<file path="src/rtl/mctimer_pkg.sv">
package mctimer_pkg;
  localparam int ADDR_W = 5;
  localparam int BUS_W  = 32;
  localparam int NCH    = 4;
  localparam int NIN    = 4;
  localparam int SEL_W  = $clog2(NIN);
  localparam int FLAG_W = 2 * NCH;
  localparam int CTL_W  = 3 * NCH;
  localparam int ACT_W  = 2 * NCH;

  localparam logic [ADDR_W-1:0] A_FLAG  = 5'd0;
  localparam logic [ADDR_W-1:0] A_CTRL  = 5'd1;
  localparam logic [ADDR_W-1:0] A_COUNT = 5'd2;
  localparam logic [ADDR_W-1:0] A_PLIM  = 5'd3;
  localparam logic [ADDR_W-1:0] A_PCNT  = 5'd4;
  localparam logic [ADDR_W-1:0] A_MCTL  = 5'd5;
  localparam logic [ADDR_W-1:0] A_MVAL0 = 5'd6;
  localparam logic [ADDR_W-1:0] A_CCTL  = 5'd10;
  localparam logic [ADDR_W-1:0] A_CVAL0 = 5'd11;
  localparam logic [ADDR_W-1:0] A_EXT   = 5'd15;
  localparam logic [ADDR_W-1:0] A_SRC   = 5'd28;

  typedef enum logic [1:0] {
    SRC_CLOCK = 2'd0,
    SRC_RISE  = 2'd1,
    SRC_FALL  = 2'd2,
    SRC_BOTH  = 2'd3
  } src_mode_e;

  typedef enum logic [1:0] {
    EXT_KEEP = 2'd0,
    EXT_LOW  = 2'd1,
    EXT_HIGH = 2'd2,
    EXT_FLIP = 2'd3
  } ext_act_e;

  function automatic logic ext_next(input ext_act_e act, input logic cur);
    case (act)
      EXT_LOW:  return 1'b0;
      EXT_HIGH: return 1'b1;
      EXT_FLIP: return ~cur;
      default:  return cur;
    endcase
  endfunction
endpackage

</file>
<file path="src/rtl/mctimer_edge.sv">
module mctimer_edge #(
  parameter int W      = 4,
  parameter int STAGES = 2
) (
  input  logic         clk,
  input  logic         rst_n,
  input  logic [W-1:0] din,
  output logic [W-1:0] rise,
  output logic [W-1:0] fall
);
  for (genvar i = 0; i < W; i++) begin : g_bit
    logic [STAGES-1:0] chain_q, chain_d;
    logic              last_q, last_d;

    always_comb begin
      chain_d = {chain_q[STAGES-2:0], din[i]};
      last_d  = chain_q[STAGES-1];
    end

    always_ff @(posedge clk or negedge rst_n) begin
      if (!rst_n) begin
        chain_q <= '0;
        last_q  <= 1'b0;
      end else begin
        chain_q <= chain_d;
        last_q  <= last_d;
      end
    end

    assign rise[i] = chain_q[STAGES-1] & ~last_q;
    assign fall[i] = ~chain_q[STAGES-1] & last_q;
  end
endmodule

</file>
<file path="src/rtl/mctimer_tick.sv">
module mctimer_tick
  import mctimer_pkg::*;
#(
  parameter int CW  = 32,
  parameter int NI  = 4,
  parameter int SW  = 2
) (
  input  logic          clk,
  input  logic          rst_n,
  input  logic          run,
  input  logic          hold,
  input  src_mode_e     mode,
  input  logic [SW-1:0] sel,
  input  logic [NI-1:0] ev_rise,
  input  logic [NI-1:0] ev_fall,
  input  logic [CW-1:0] limit,
  input  logic          pcnt_wr,
  input  logic [CW-1:0] pcnt_wdata,
  output logic [CW-1:0] pcnt,
  output logic          tick
);
  logic [CW-1:0] pcnt_q, pcnt_d;
  logic          ext_ev, wrap;

  always_comb begin
    case (mode)
      SRC_RISE: ext_ev = ev_rise[sel];
      SRC_FALL: ext_ev = ev_fall[sel];
      SRC_BOTH: ext_ev = ev_rise[sel] | ev_fall[sel];
      default:  ext_ev = 1'b0;
    endcase
    wrap = (pcnt_q == limit);
    tick = run & ~hold & ((mode == SRC_CLOCK) ? wrap : ext_ev);

    pcnt_d = pcnt_q;
    if (hold) begin
      pcnt_d = '0;
    end else if (pcnt_wr) begin
      pcnt_d = pcnt_wdata;
    end else if (run && mode == SRC_CLOCK) begin
      pcnt_d = wrap ? '0 : pcnt_q + CW'(1);
    end
  end

  always_ff @(posedge clk or negedge rst_n) begin
    if (!rst_n) pcnt_q <= '0;
    else        pcnt_q <= pcnt_d;
  end

  assign pcnt = pcnt_q;
endmodule

</file>
<file path="src/rtl/mctimer_match.sv">
module mctimer_match
  import mctimer_pkg::*;
#(
  parameter int CW = 32,
  parameter int NC = 4
) (
  input  logic                  tick,
  input  logic [CW-1:0]         count,
  input  logic [NC-1:0][CW-1:0] mval,
  input  logic [3*NC-1:0]       mctl,
  input  logic [NC-1:0]         ext_cur,
  input  logic [2*NC-1:0]       act,
  output logic [NC-1:0]         hit,
  output logic                  any_reset,
  output logic                  any_stop,
  output logic [NC-1:0]         ext_hw
);
  logic [NC-1:0] rst_v, stop_v;

  for (genvar n = 0; n < NC; n++) begin : g_ch
    assign hit[n]    = tick & (count == mval[n]);
    assign rst_v[n]  = hit[n] & mctl[3*n+1];
    assign stop_v[n] = hit[n] & mctl[3*n+2];
    assign ext_hw[n] = hit[n] ? ext_next(ext_act_e'(act[2*n+1 -: 2]), ext_cur[n])
                              : ext_cur[n];
  end

  assign any_reset = |rst_v;
  assign any_stop  = |stop_v;
endmodule

</file>
<file path="src/rtl/mctimer_capture.sv">
module mctimer_capture #(
  parameter int CW = 32,
  parameter int NC = 4
) (
  input  logic                  clk,
  input  logic                  rst_n,
  input  logic [3*NC-1:0]       cctl,
  input  logic [NC-1:0]         rise,
  input  logic [NC-1:0]         fall,
  input  logic [CW-1:0]         count,
  output logic [NC-1:0][CW-1:0] cval,
  output logic [NC-1:0]         cap_ev
);
  for (genvar n = 0; n < NC; n++) begin : g_ch
    logic [CW-1:0] val_q, val_d;

    always_comb begin
      cap_ev[n] = (rise[n] & cctl[3*n]) | (fall[n] & cctl[3*n+1]);
      val_d     = cap_ev[n] ? count : val_q;
    end

    always_ff @(posedge clk or negedge rst_n) begin
      if (!rst_n) val_q <= '0;
      else        val_q <= val_d;
    end

    assign cval[n] = val_q;
  end
endmodule

</file>
<file path="src/rtl/mctimer.sv">
module mctimer
  import mctimer_pkg::*;
#(
  parameter int CW          = 32,
  parameter int SYNC_STAGES = 2
) (
  input  logic              clk,
  input  logic              rst_n,
  input  logic              bus_wr,
  input  logic [ADDR_W-1:0] bus_addr,
  input  logic [BUS_W-1:0]  bus_wdata,
  output logic [BUS_W-1:0]  bus_rdata,
  input  logic [NIN-1:0]    cnt_in,
  input  logic [NCH-1:0]    cap_in,
  output logic [NCH-1:0]    match_out,
  output logic              irq
);
  logic [1:0]                rs_q;
  logic                      rst_n_sync;
  logic                      run_q, run_d, hold_q, hold_d;
  logic [CW-1:0]             count_q, count_d, plim_q, plim_d, pcnt;
  logic [CTL_W-1:0]          mctl_q, mctl_d, cctl_q, cctl_d;
  logic [NCH-1:0][CW-1:0]    mval_q, mval_d, cval;
  logic [NCH-1:0]            ext_q, ext_d, ext_hw;
  logic [ACT_W-1:0]          act_q, act_d;
  logic [1:0]                mode_q, mode_d;
  logic [SEL_W-1:0]          sel_q, sel_d;
  logic [FLAG_W-1:0]         flag_q, flag_d, flag_clr, irq_en;
  logic [NIN-1:0]            cnt_rise, cnt_fall;
  logic [NCH-1:0]            cap_rise, cap_fall, cap_ev, hit;
  logic                      tick, any_reset, any_stop;

  function automatic logic wr_at(input logic [ADDR_W-1:0] a);
    return bus_wr && (bus_addr == a);
  endfunction

  always_ff @(posedge clk or negedge rst_n) begin
    if (!rst_n) rs_q <= 2'b00;
    else        rs_q <= {rs_q[0], 1'b1};
  end
  assign rst_n_sync = rs_q[1];

  mctimer_edge #(.W(NIN), .STAGES(SYNC_STAGES)) u_cnt_edge (
    .clk(clk), .rst_n(rst_n_sync), .din(cnt_in), .rise(cnt_rise), .fall(cnt_fall)
  );

  mctimer_edge #(.W(NCH), .STAGES(SYNC_STAGES)) u_cap_edge (
    .clk(clk), .rst_n(rst_n_sync), .din(cap_in), .rise(cap_rise), .fall(cap_fall)
  );

  mctimer_tick #(.CW(CW), .NI(NIN), .SW(SEL_W)) u_tick (
    .clk(clk), .rst_n(rst_n_sync), .run(run_q), .hold(hold_q),
    .mode(src_mode_e'(mode_q)), .sel(sel_q), .ev_rise(cnt_rise), .ev_fall(cnt_fall),
    .limit(plim_q), .pcnt_wr(wr_at(A_PCNT)), .pcnt_wdata(bus_wdata[CW-1:0]),
    .pcnt(pcnt), .tick(tick)
  );

  mctimer_match #(.CW(CW), .NC(NCH)) u_match (
    .tick(tick), .count(count_q), .mval(mval_q), .mctl(mctl_q),
    .ext_cur(ext_q), .act(act_q), .hit(hit), .any_reset(any_reset),
    .any_stop(any_stop), .ext_hw(ext_hw)
  );

  mctimer_capture #(.CW(CW), .NC(NCH)) u_cap (
    .clk(clk), .rst_n(rst_n_sync), .cctl(cctl_q), .rise(cap_rise),
    .fall(cap_fall), .count(count_q), .cval(cval), .cap_ev(cap_ev)
  );

  // Next-state logic for the register file
  always_comb begin
    run_d  = wr_at(A_CTRL) ? bus_wdata[0] : (run_q & ~any_stop);
    hold_d = wr_at(A_CTRL) ? bus_wdata[1] : hold_q;

    count_d = count_q;
    if (hold_q) begin
      count_d = '0;
    end else if (wr_at(A_COUNT)) begin
      count_d = bus_wdata[CW-1:0];
    end else if (tick) begin
      if (any_reset)      count_d = '0;
      else if (!any_stop) count_d = count_q + CW'(1);
    end

    plim_d = wr_at(A_PLIM) ? bus_wdata[CW-1:0] : plim_q;
    mctl_d = wr_at(A_MCTL) ? bus_wdata[CTL_W-1:0] : mctl_q;
    cctl_d = wr_at(A_CCTL) ? bus_wdata[CTL_W-1:0] : cctl_q;
    for (int n = 0; n < NCH; n++) begin
      mval_d[n] = wr_at(A_MVAL0 + ADDR_W'(n)) ? bus_wdata[CW-1:0] : mval_q[n];
    end

    ext_d  = wr_at(A_EXT) ? bus_wdata[NCH-1:0] : ext_hw;
    act_d  = wr_at(A_EXT) ? bus_wdata[NCH+ACT_W-1:NCH] : act_q;
    mode_d = wr_at(A_SRC) ? bus_wdata[1:0] : mode_q;
    sel_d  = wr_at(A_SRC) ? bus_wdata[2+SEL_W-1:2] : sel_q;

    flag_clr = wr_at(A_FLAG) ? bus_wdata[FLAG_W-1:0] : '0;
    flag_d   = (flag_q & ~flag_clr) | {cap_ev, hit};
  end

  always_ff @(posedge clk or negedge rst_n_sync) begin
    if (!rst_n_sync) begin
      run_q   <= 1'b0;
      hold_q  <= 1'b0;
      count_q <= '0;
      plim_q  <= '0;
      mctl_q  <= '0;
      cctl_q  <= '0;
      mval_q  <= '0;
      ext_q   <= '0;
      act_q   <= '0;
      mode_q  <= '0;
      sel_q   <= '0;
      flag_q  <= '0;
    end else begin
      run_q   <= run_d;
      hold_q  <= hold_d;
      count_q <= count_d;
      plim_q  <= plim_d;
      mctl_q  <= mctl_d;
      cctl_q  <= cctl_d;
      mval_q  <= mval_d;
      ext_q   <= ext_d;
      act_q   <= act_d;
      mode_q  <= mode_d;
      sel_q   <= sel_d;
      flag_q  <= flag_d;
    end
  end

  // Interrupt enable mask lined up with the flag bits
  always_comb begin
    for (int n = 0; n < NCH; n++) begin
      irq_en[n]     = mctl_q[3*n];
      irq_en[NCH+n] = cctl_q[3*n+2];
    end
  end
  assign irq       = |(flag_q & irq_en);
  assign match_out = ext_q;

  // Read path
  always_comb begin
    bus_rdata = '0;
    case (bus_addr)
      A_FLAG:  bus_rdata = BUS_W'(flag_q);
      A_CTRL:  bus_rdata = BUS_W'({hold_q, run_q});
      A_COUNT: bus_rdata = BUS_W'(count_q);
      A_PLIM:  bus_rdata = BUS_W'(plim_q);
      A_PCNT:  bus_rdata = BUS_W'(pcnt);
      A_MCTL:  bus_rdata = BUS_W'(mctl_q);
      A_CCTL:  bus_rdata = BUS_W'(cctl_q);
      A_EXT:   bus_rdata = BUS_W'({act_q, ext_q});
      A_SRC:   bus_rdata = BUS_W'({sel_q, mode_q});
      default: bus_rdata = '0;
    endcase
    for (int n = 0; n < NCH; n++) begin
      if (bus_addr == A_MVAL0 + ADDR_W'(n)) bus_rdata = BUS_W'(mval_q[n]);
      if (bus_addr == A_CVAL0 + ADDR_W'(n)) bus_rdata = BUS_W'(cval[n]);
    end
  end
endmodule

</file>
<file path="config.mk">
export PLATFORM = sky130hd
export DESIGN_NAME = mctimer
export DESIGN_NICKNAME = d
export VERILOG_FILES = /design/src/rtl/mctimer_pkg.sv /design/src/rtl/mctimer_edge.sv /design/src/rtl/mctimer_tick.sv /design/src/rtl/mctimer_match.sv /design/src/rtl/mctimer_capture.sv /design/src/rtl/mctimer.sv
export SDC_FILE = /design/constraint.sdc
export NUM_CORES = 1
export LEC_CHECK = 0
export ABC_AREA = 1
export BUFFER_PORTS_ARGS = -buffer_cell sky130_fd_sc_hd__clkbuf_2
export CORE_ASPECT_RATIO = 1.1
export CORE_MARGIN = 2
export CORE_UTILIZATION = 44
export DETAILED_ROUTE_END_ITERATION = 10
export PLACE_DENSITY = 0.71
export SLEW_MARGIN = 20
export SYNTH_ARGS = -nofsm -noshare
export SYNTH_HDL_FRONTEND = slang
export SYNTH_SLANG_ARGS = --single-unit
</file>
<file path="constraint.sdc">
create_clock -name clk -period 20.6 [get_ports clk]
set_input_delay 2.06 -clock clk [delete_from_list [all_inputs] [get_ports clk]]
set_output_delay 2.06 -clock clk [all_outputs]
set_load 0.005 [all_outputs]
</file>
==> results.tsv, run 1 <==
stage	metric	value	unit
synth	adder-cell share of the synthesized area	0.4415	%
global_route	vias in the first global route	20282	
final_layout	commonest cells after routing, fill and taps aside	nand2_1 (820), dfrtp_1 (427), o21ai_0 (412)	
cts	Worst-path clk slew	50	ps
synth	net count after synthesis	2925	
synth	xor and xnor area share after synthesis	6.915	%
placement	global placement routability congestion	1.087	
setup_path	worst endpoint required time	18540	ps
setup_path	Crit path top cell by count	nand2_1	
cts	CTS tree	built	
setup_path	origin of the critical flop-to-flop path	rs_q[1]$_DFF_PN0_	
cts	root buffer cell	clkbuf_16	
final_layout	Nets	2920	
job	max_cap viols	0	
sta	final count of hold timing violations	0	
sta	RSZ-0062 raised after global routing	no	
setup_path	CP endpoint kind	output port	
sta	Clock Skews	24.64	ps
synth	post-synthesis register bit count	428	
setup_path	worst-path maximum fanout	12	
power	VDD IR-drop max	0.07801	mV
die	die width	220.4	um
detailed_routing	final WL	78440	um
sta	Worst-Margin Slew	1114	ps
synth	largest family of logic cells by synthesized area	simple AND/OR/NAND/NOR gates	
placement	Post-DP HPWL	55940	um
sta	Final Critical Period	6544	ps
final_layout	share of cells above drive strength 1	9.427	%
cts	hold_buf cts	0	
cts	buffer count from post-CTS setup fixing	0	
sta	WHS	347.3	ps
sta	Final Cycle Share	31.77	%
power	static leakage	11.05	nW
sta	Pins Over Slew Limit	0	
global_route	gr usage total	29.63	%
cts	Worst-Skew Late Latency	610	ps
final_layout	fin util	48.85	%
final_layout	Layout Area Growth over Synthesis	10.01	%
setup_path	CP bufs+invs	3	
final_layout	Non-Filler Instances	3564	
die	row count	87	
die	die height	242.1	um
final_layout	commonest non-fill, non-tap cell in the layout	nand2_1	
die	Initial Util	44.41	%
die	top-level I/O count	85	
die	Core Footprint	51050	um2
synth	post-synthesis sequential area ratio	47.24	%
synth	YS warnings	0	
cts	Sink Count	428	
detailed_routing	initial DRC count	2400	
placement	IO buf count	84	
detailed_routing	DRC viols	0	
setup_path	reg2reg end	u_cap.g_ch[3].val_q[29]$_DFFE_PN0P_	
setup_path	critical path cell sequence	clkbuf_2 > nand2_1 > inv_1 > nand3_1 > o22ai_1 > nor3_1 > nand2_1 > a221oi_1 > nand2_1 > a21oi_1 > nand4_1 > clkbuf_2	
cts	H-tree Lvls	2	
detailed_routing	vias per cell	5.876	
detailed_routing	Final ANT Viol Nets	0	
setup_path	max incr delay on CP	500	ps
synth	syn_area_per_cell	7.902	um2
synth	distinct cell type count after synthesis	53	
setup_path	Setup crit start kind	input port	
global_route	first-pass GRT wire length	120000	um
synth	Netlist Area Pre-Place	22670	um2
setup_path	R2R Setup Slk	16870	ps
detailed_routing	average wire per standard cell	22.01	um
setup_path	crit path DAT	4480	ps
placement	placed cell count	3482	
hold_path	hold depth	0	
setup_path	Largest delay share family, worst path	simple AND/OR/NAND/NOR gates	
synth	Synth Area in Compound Gates	16.51	%
hold_path	worst hold path class	flip-flop to flip-flop	
cts	Post-CTS Resized	0	
final_layout	Filler cells	4862	
synth	Post-synth EDFFs	0	
cts	Clock Path Buffers	3	
setup_path	CP max-delay cell	nand3_1	
sta	setup violators final	0	
sta	final setup TNS	0	ps
sta	Max-slew headroom	25.67	%
die	die area	53360	um2
global_route	initial antenna violation count	1	
cts	TritonCTS buffer count	47	
power	Pwr Density	91.80	nW/um2
hold_path	hold_sp	u_cap_edge.g_bit[3].chain_q[0]$_DFF_PN0_	
setup_path	critical path class	input port to output port	
synth	simple-gate share of the synthesized area	22.10	%
run_status	status	complete, no violations	
synth	cell count after synthesis	2869	
synth	most common flop cell mapped by yosys	dfrtp_1	
detailed_routing	drt first pass iters	7	
synth	mux cell area share after synthesis	0	%
setup_path	Reg2Reg Depth	3	
global_route	GRT overflow	0	
hold_path	Hold EP	u_cap_edge.g_bit[3].chain_q[1]$_DFF_PN0_	
detailed_routing	routed vias	20941	
sta	Fmax	152.8	MHz
sta	PnR worst setup slack	14060	ps
synth	async set-reset flop share out of synthesis	100.0	%
placement	Setup WS pre-CTS	14150	ps
global_route	largest net degree at the start of global routing	76	
worst max-delay path by stage:
stage                            startpoint              endpoint  slack (ps)  depth (start not counted)
after detailed placement        bus_addr[1]          bus_rdata[0]       14150                         14
after global placement          bus_addr[1]          bus_rdata[0]       14130                         14
after CTS                       bus_addr[1]          bus_rdata[6]       14150                         12
final                           bus_addr[1]          bus_rdata[6]       14060                         12
after floorplan           rs_q[1]$_DFF_PN0_  act_q[0]$_DFFE_PN0P_        7790                          0
after global routing            bus_addr[1]          bus_rdata[6]       13910                         12
flip-flops by register name, indices dropped and copies added (netlist names):
signal                    count
u_cap.g_ch.val_q            128
act_q                         8
plim_q                       32
rs_q                          2
mval_q                      128
sel_q                         2
flag_q                        8
u_cap_edge.g_bit.last_q       4
u_cnt_edge.g_bit.last_q       4
u_cnt_edge.g_bit.chain_q      8
mctl_q                       12
hold_q                        1
cctl_q                       12
match_out                     4
count_q                      32
run_q                         1
mode_q                        2
u_tick.pcnt                  32
u_cap_edge.g_bit.chain_q      8
Yosys cell counts (3+ instances only):
master     count  area, um2
a21oi_1      126      630.6
a221oi_1       9      78.83
a31oi_1       10      62.56
buf_1          7      26.28
buf_2         36      180.2
buf_4          6      45.04
buf_6          4      45.04
clkbuf_1     113      424.2
clkinv_1       4      15.01
dfrtp_1      428      10710
ha_1           8      100.1
inv_1        184      690.7
inv_2         24      90.09
nand2_1      824       3093
nand2_2        4      25.02
nand3_1       86      430.4
nand3_2        8      80.08
nand4_1       80      500.5
nor2_1       126      473.0
nor2_2         9      56.30
nor3_1        34      170.2
nor3_2         5      50.05
nor4_1         5      31.28
o2111ai_1      9      78.83
o211ai_1      12      90.09
o21ai_0      412       2062
o21ai_1        9      45.04
o21ai_2       20      175.2
o221ai_1       7      61.31
o22ai_1       50      312.8
o32ai_1        3      26.28
or2_2          4      25.02
xnor2_1      128       1121
xor2_1        51      446.7
worst reg2reg max path, delay by kind of cell, from the launching register on:
kind	cells	cell delay [ps]
buffers and inverters	3	2730
flip-flops	1	980
power breakdown:
part,total (W),internal [W],switching (W)
sequential,0.00107,0.000945,0.000122
combinational,0.000394,0.000144,0.000250
clock,0.000829,0.000468,0.000361
total,0.00229,0.00156,0.000732
layout make-up:
| cell class | instances | area (um2) | area share, % |
|---|---|---|---|
| Timing Repair Buffer | 113 | 638.1 | 2.559 |
| Inverter | 213 | 802.0 | 3.216 |
| Tap cell | 667 | 834.6 | 3.346 |
| Sequential cell | 428 | 10710 | 42.96 |
| Clock inverter | 10 | 128.9 | 0.5167 |
| Multi-Input combinational cell | 2061 | 10460 | 41.96 |
| Antenna cell | 1 | 2.502 | 0.01003 |
| Clock buffer | 71 | 1356 | 5.438 |
kinds of logic (layout without fill, tap and decap cells):
group	after synthesis	count (layout)
fa+ha+maj	8	8
simple gates	1192	1192
other cells	1	2
buf+inv	380	407
flops	428	428
compound gates	681	681
xor+xnor	179	179
layer usage:
| metal | track usage [%] | part of all wire (%) | vias to the layer above |
|---|---|---|---|
| li1 | - | - | 9466 |
| met1 | 34.17 | 36 | 10093 |
| met2 | 49.27 | 49 | 1055 |
| met3 | 5.411 | 7.6 | 327 |
| met4 | 21.00 | 8.2 | 0 |
| met5 | 0 | 0 | - |
metrics by stage:
step                      power, W  cell area (um2)
after floorplan           0.001325            22670
after global placement    0.001452            23440
after detailed placement  0.001465            23440
after CTS                 0.002289            24930
after global routing      0.002390            24940
final                     0.002289            24940
Note: power is estimated with default switching activity, not from simulation.
==> inputs of run 2 (changes only) <==
- ABC_AREA: 1 -> 0
- PLACE_DENSITY: 0.71 -> 0.73
- clock period: 20.6 -> 5.6 ns (I/O delays scaled with it)
==> run 2 against run 1 <==
Critical path depth fell by 1. Worst hold slack got worse by 280 ps. Via count fell by 11%. Utilization rose by 0.71 points. Flip-flop and latch count did not move. Sequential share of layout area barely moved. Register-to-register slack got worse by 15000 ps. Highest routed layer unchanged.
==> results.tsv, run 2 <==
stage	metric	value	unit	change
synth	top cells by area, synth	dfrtp_1 (48%), mux2_2 (16%), xor2_1 (6.3%)		was dfrtp_1 (47%), nand2_1 (14%), o21ai_0 (9.1%)
synth	distinct cell type count after synthesis	76		was 53
synth	Post-synth EDFFs	0		unchanged
final_layout	share of cells above drive strength 1	26.27	%	was 9.427%
sta	Max-slew headroom	22.36	%	was 25.67%
synth	async set-reset flop share out of synthesis	100.0	%	unchanged
sta	final setup TNS	0	ps	unchanged
placement	IO buf count	84		unchanged
sta	Clock Skews	24.43	ps	was 24.64 ps
cts	TritonCTS buffer count	48		was 47
detailed_routing	final WL	78890	um	was 78,440 um
cts	Worst-Skew Late Latency	600	ps	was 610 ps
setup_path	Setup crit start kind	input port		unchanged
die	row count	86		was 87
die	top-level I/O count	85		unchanged
final_layout	Layout Area Growth over Synthesis	10.90	%	was 10.01%
hold_path	hold_sp	cap_in[1]		was u_cap_edge.g_bit[3].chain_q[0]$_DFF_PN0_
die	die area	52980	um2	was 53,360 um2
final_layout	Largest regs	mval_q x128, u_cap.g_ch.val_q x128		unchanged
cts	Clock Path Buffers	3		unchanged
synth	biggest area consumer among synthesized cells	dfrtp_1		unchanged
setup_path	worst endpoint required time	5040	ps	was 18,540 ps
global_route	vias in the first global route	18150		was 20,282
sta	Final Critical Period	4185	ps	
power	Pwr Density	390.0	nW/um2	was 91.80 nW/um2
detailed_routing	average wire per standard cell	28.30	um	was 22.01 um
sta	Final Cycle Share	74.74	%	
synth	count leader, synth	dfrtp_1		was nand2_1
detailed_routing	vias per cell	6.650		was 5.876
setup_path	crit path DAT	3630	ps	was 4480 ps
final_layout	Filler cells	4509		was 4,862
synth	top-area cell type share of the netlist area	47.59	%	was 47.24%
synth	post-synthesis register bit count	428		unchanged
synth	net count after synthesis	2159		was 2,925
die	Initial Util	44.69	%	was 44.41%
global_route	first-pass GRT wire length	118200	um	was 120,000 um
final_layout	Multi-input gate area	10970	um2	was 10,460 um2
synth	most common flop cell mapped by yosys	dfrtp_1		unchanged
placement	Post-DP HPWL	54790	um	was 55,940 um
detailed_routing	routed vias	18540		was 20,941
sta	Pins Over Slew Limit	0		unchanged
sta	setup violators final	0		unchanged
setup_path	CP max-delay cell	nor2_2		was nand3_1
final_layout	Seq. cell area	10710	um2	unchanged
cts	H-tree Lvls	2		unchanged
sta	Worst-Margin Slew	1160	ps	was 1114 ps
sta	final count of hold timing violations	0		unchanged
job	max_cap viols	0		unchanged
global_route	largest net degree at the start of global routing	187		was 76
setup_path	critical path class	input port to output port		unchanged
synth	YS warnings	0		unchanged
detailed_routing	DRC viols	0		unchanged
final_layout	fin util	49.56	%	was 48.85%
final_layout	diodes inserted	0		was 1
final_layout	commonest cells after routing, fill and taps aside	dfrtp_1 (427), mux2_2 (324), xor2_1 (163)		was nand2_1 (820), dfrtp_1 (427), o21ai_0 (412)
sta	Fmax	238.9	MHz	
global_route	initial antenna violation count	0		was 1
placement	global placement routability congestion	0.9768		was 1.087
cts	root buffer cell	clkbuf_16		unchanged
final_layout	commonest non-fill, non-tap cell in the layout	dfrtp_1		was nand2_1
die	Core Footprint	50360	um2	was 51,050 um2
die	die height	241.2	um	was 242.1 um
synth	most frequent cells after synthesis	dfrtp_1 (428), mux2_2 (324), xor2_1 (163)		was nand2_1 (824), dfrtp_1 (428), o21ai_0 (412)
final_layout	Final Cell Area	24960	um2	was 24,940 um2
setup_path	origin of the critical flop-to-flop path	count_q[14]$_DFFE_PN0P_		was rs_q[1]$_DFF_PN0_
die	die width	219.6	um	was 220.4 um
global_route	GRT overflow	0		unchanged
setup_path	Setup crit start	bus_addr[3]		was bus_addr[1]
synth	syn_area_per_cell	10.70	um2	was 7.902 um2
setup_path	critical path cell sequence	clkbuf_2 > or3b_2 > nor2_2 > buf_4 > a22oi_1 > nand3_1 > a221oi_1 > a21oi_1 > a21oi_1 > a211oi_1 > clkbuf_2		was clkbuf_2 > nand2_1 > inv_1 > nand3_1 > o22ai_1 > nor3_1 > nand2_1 > a221oi_1 > nand2_1 > a21oi_1 > nand4_1 > clkbuf_2
cts	CTS tree	built		unchanged
cts	Worst-path clk slew	60	ps	was 50 ps
synth	post-synthesis sequential area ratio	47.59	%	was 47.24%
cts	Sink Count	428		unchanged
detailed_routing	drt first pass iters	9		was 7
synth	cell count after synthesis	2103		was 2,869
setup_path	worst-path maximum fanout	21		was 12
setup_path	max incr delay on CP	890	ps	was 500 ps
detailed_routing	initial DRC count	2403		was 2,400
detailed_routing	Final ANT Viol Nets	0		unchanged
global_route	gr usage total	29.98	%	was 29.63%
hold_path	worst hold path class	input port to flip-flop		was flip-flop to flip-flop
power	VDD IR-drop max	0.3011	mV	was 0.07801 mV
sta	RSZ-0062 raised after global routing	no		unchanged
run_status	status	complete, no violations		unchanged
setup_path	CP endpoint kind	output port		unchanged
placement	Area after DPL	23300	um2	was 23,440 um2
power	static leakage	11.33	nW	was 11.05 nW
synth	Netlist Area Pre-Place	22510	um2	was 22,670 um2
cts	Post-CTS Resized	0		unchanged
final_layout	Nets	2148		was 2,920
run 2: repair_timing:
item                      CTS  global route
hold buffers                1             0
buffers inserted            0             0
hold endpoints to repair    2             0
run 2: cell type report:
| class | instances | share of cell area [%] |
|---|---|---|
| clock buffer | 70 | 5.630 |
| clock inverter | 16 | 0.7971 |
| inverter | 25 | 0.3760 |
| multi-input combinational | 1467 | 43.94 |
| sequential | 428 | 42.93 |
| tap | 660 | 3.309 |
| timing repair buffer | 122 | 3.018 |
run 2: report_power, final:
group          leakage, nW  total, W  internal, W  switching (W)
Combinational         5.04   0.00197     0.000882        0.00108
Clock                0.788   0.00325      0.00192        0.00133
Sequential            5.50   0.00452      0.00371       0.000807
Total                 11.3   0.00973      0.00651        0.00322
run 2: worst paths after layout:
kind,cells after the start,endpoint,slack [ps]
worst max-delay path,11,bus_rdata[11],1410
worst min-delay path,1,u_cap_edge.g_bit[1].chain_q[0]$_DFF_PN0_,70
worst max register to register,8,count_q[11]$_DFFE_PN0P_,1500
worst min register to register,0,rs_q[1]$_DFF_PN0_,350
max in group asynchronous,2,mval_q[46]$_DFFE_PN0P_,3780
min in group asynchronous,2,rs_q[1]$_DFF_PN0_,290
run 2: cell families after synthesis:
| logic type | Yosys count | share of synthesized area [%] |
|---|---|---|
| AOI/OAI and AO/OA | 448 | 14.05 |
| xor gates and xnor gates | 169 | 6.577 |
| adders and majority gates | 8 | 0.4448 |
| buffers and inverters | 208 | 4.097 |
| DFF | 428 | 47.59 |
| muxes | 324 | 16.21 |
| other | 1 | 0.01666 |
| and+or+nand+nor | 517 | 11.01 |
run 2: worst max-delay path, delay by kind of cell:
kind	cells	cell delay [ps]
AO/OA/AOI/OAI	5	820
buffers and inverters	3	660
AND/OR/NAND/NOR	3	1550
run 2: stage by stage:
step	worst slack [ps]	power, W	hold WS (ps)	cells
global placement	1552	0.006345	333.2	2700
CTS	1509	0.009664	52.56	2787
detailed placement	1530	0.006437	336.4	2700
floorplan	1406	0.005622	264.4	2103
global route	1348	0.01007	63.21	2788
finish	1415	0.009733	71.35	2788
run 2: layer usage:
metal / global-route usage (%) / routed length [um]
met3: 4.965 / 7121
met1: 39.83 / 30700
met4: 17.27 / 5478
met5: 0 / 0
met2: 46.52 / 35590
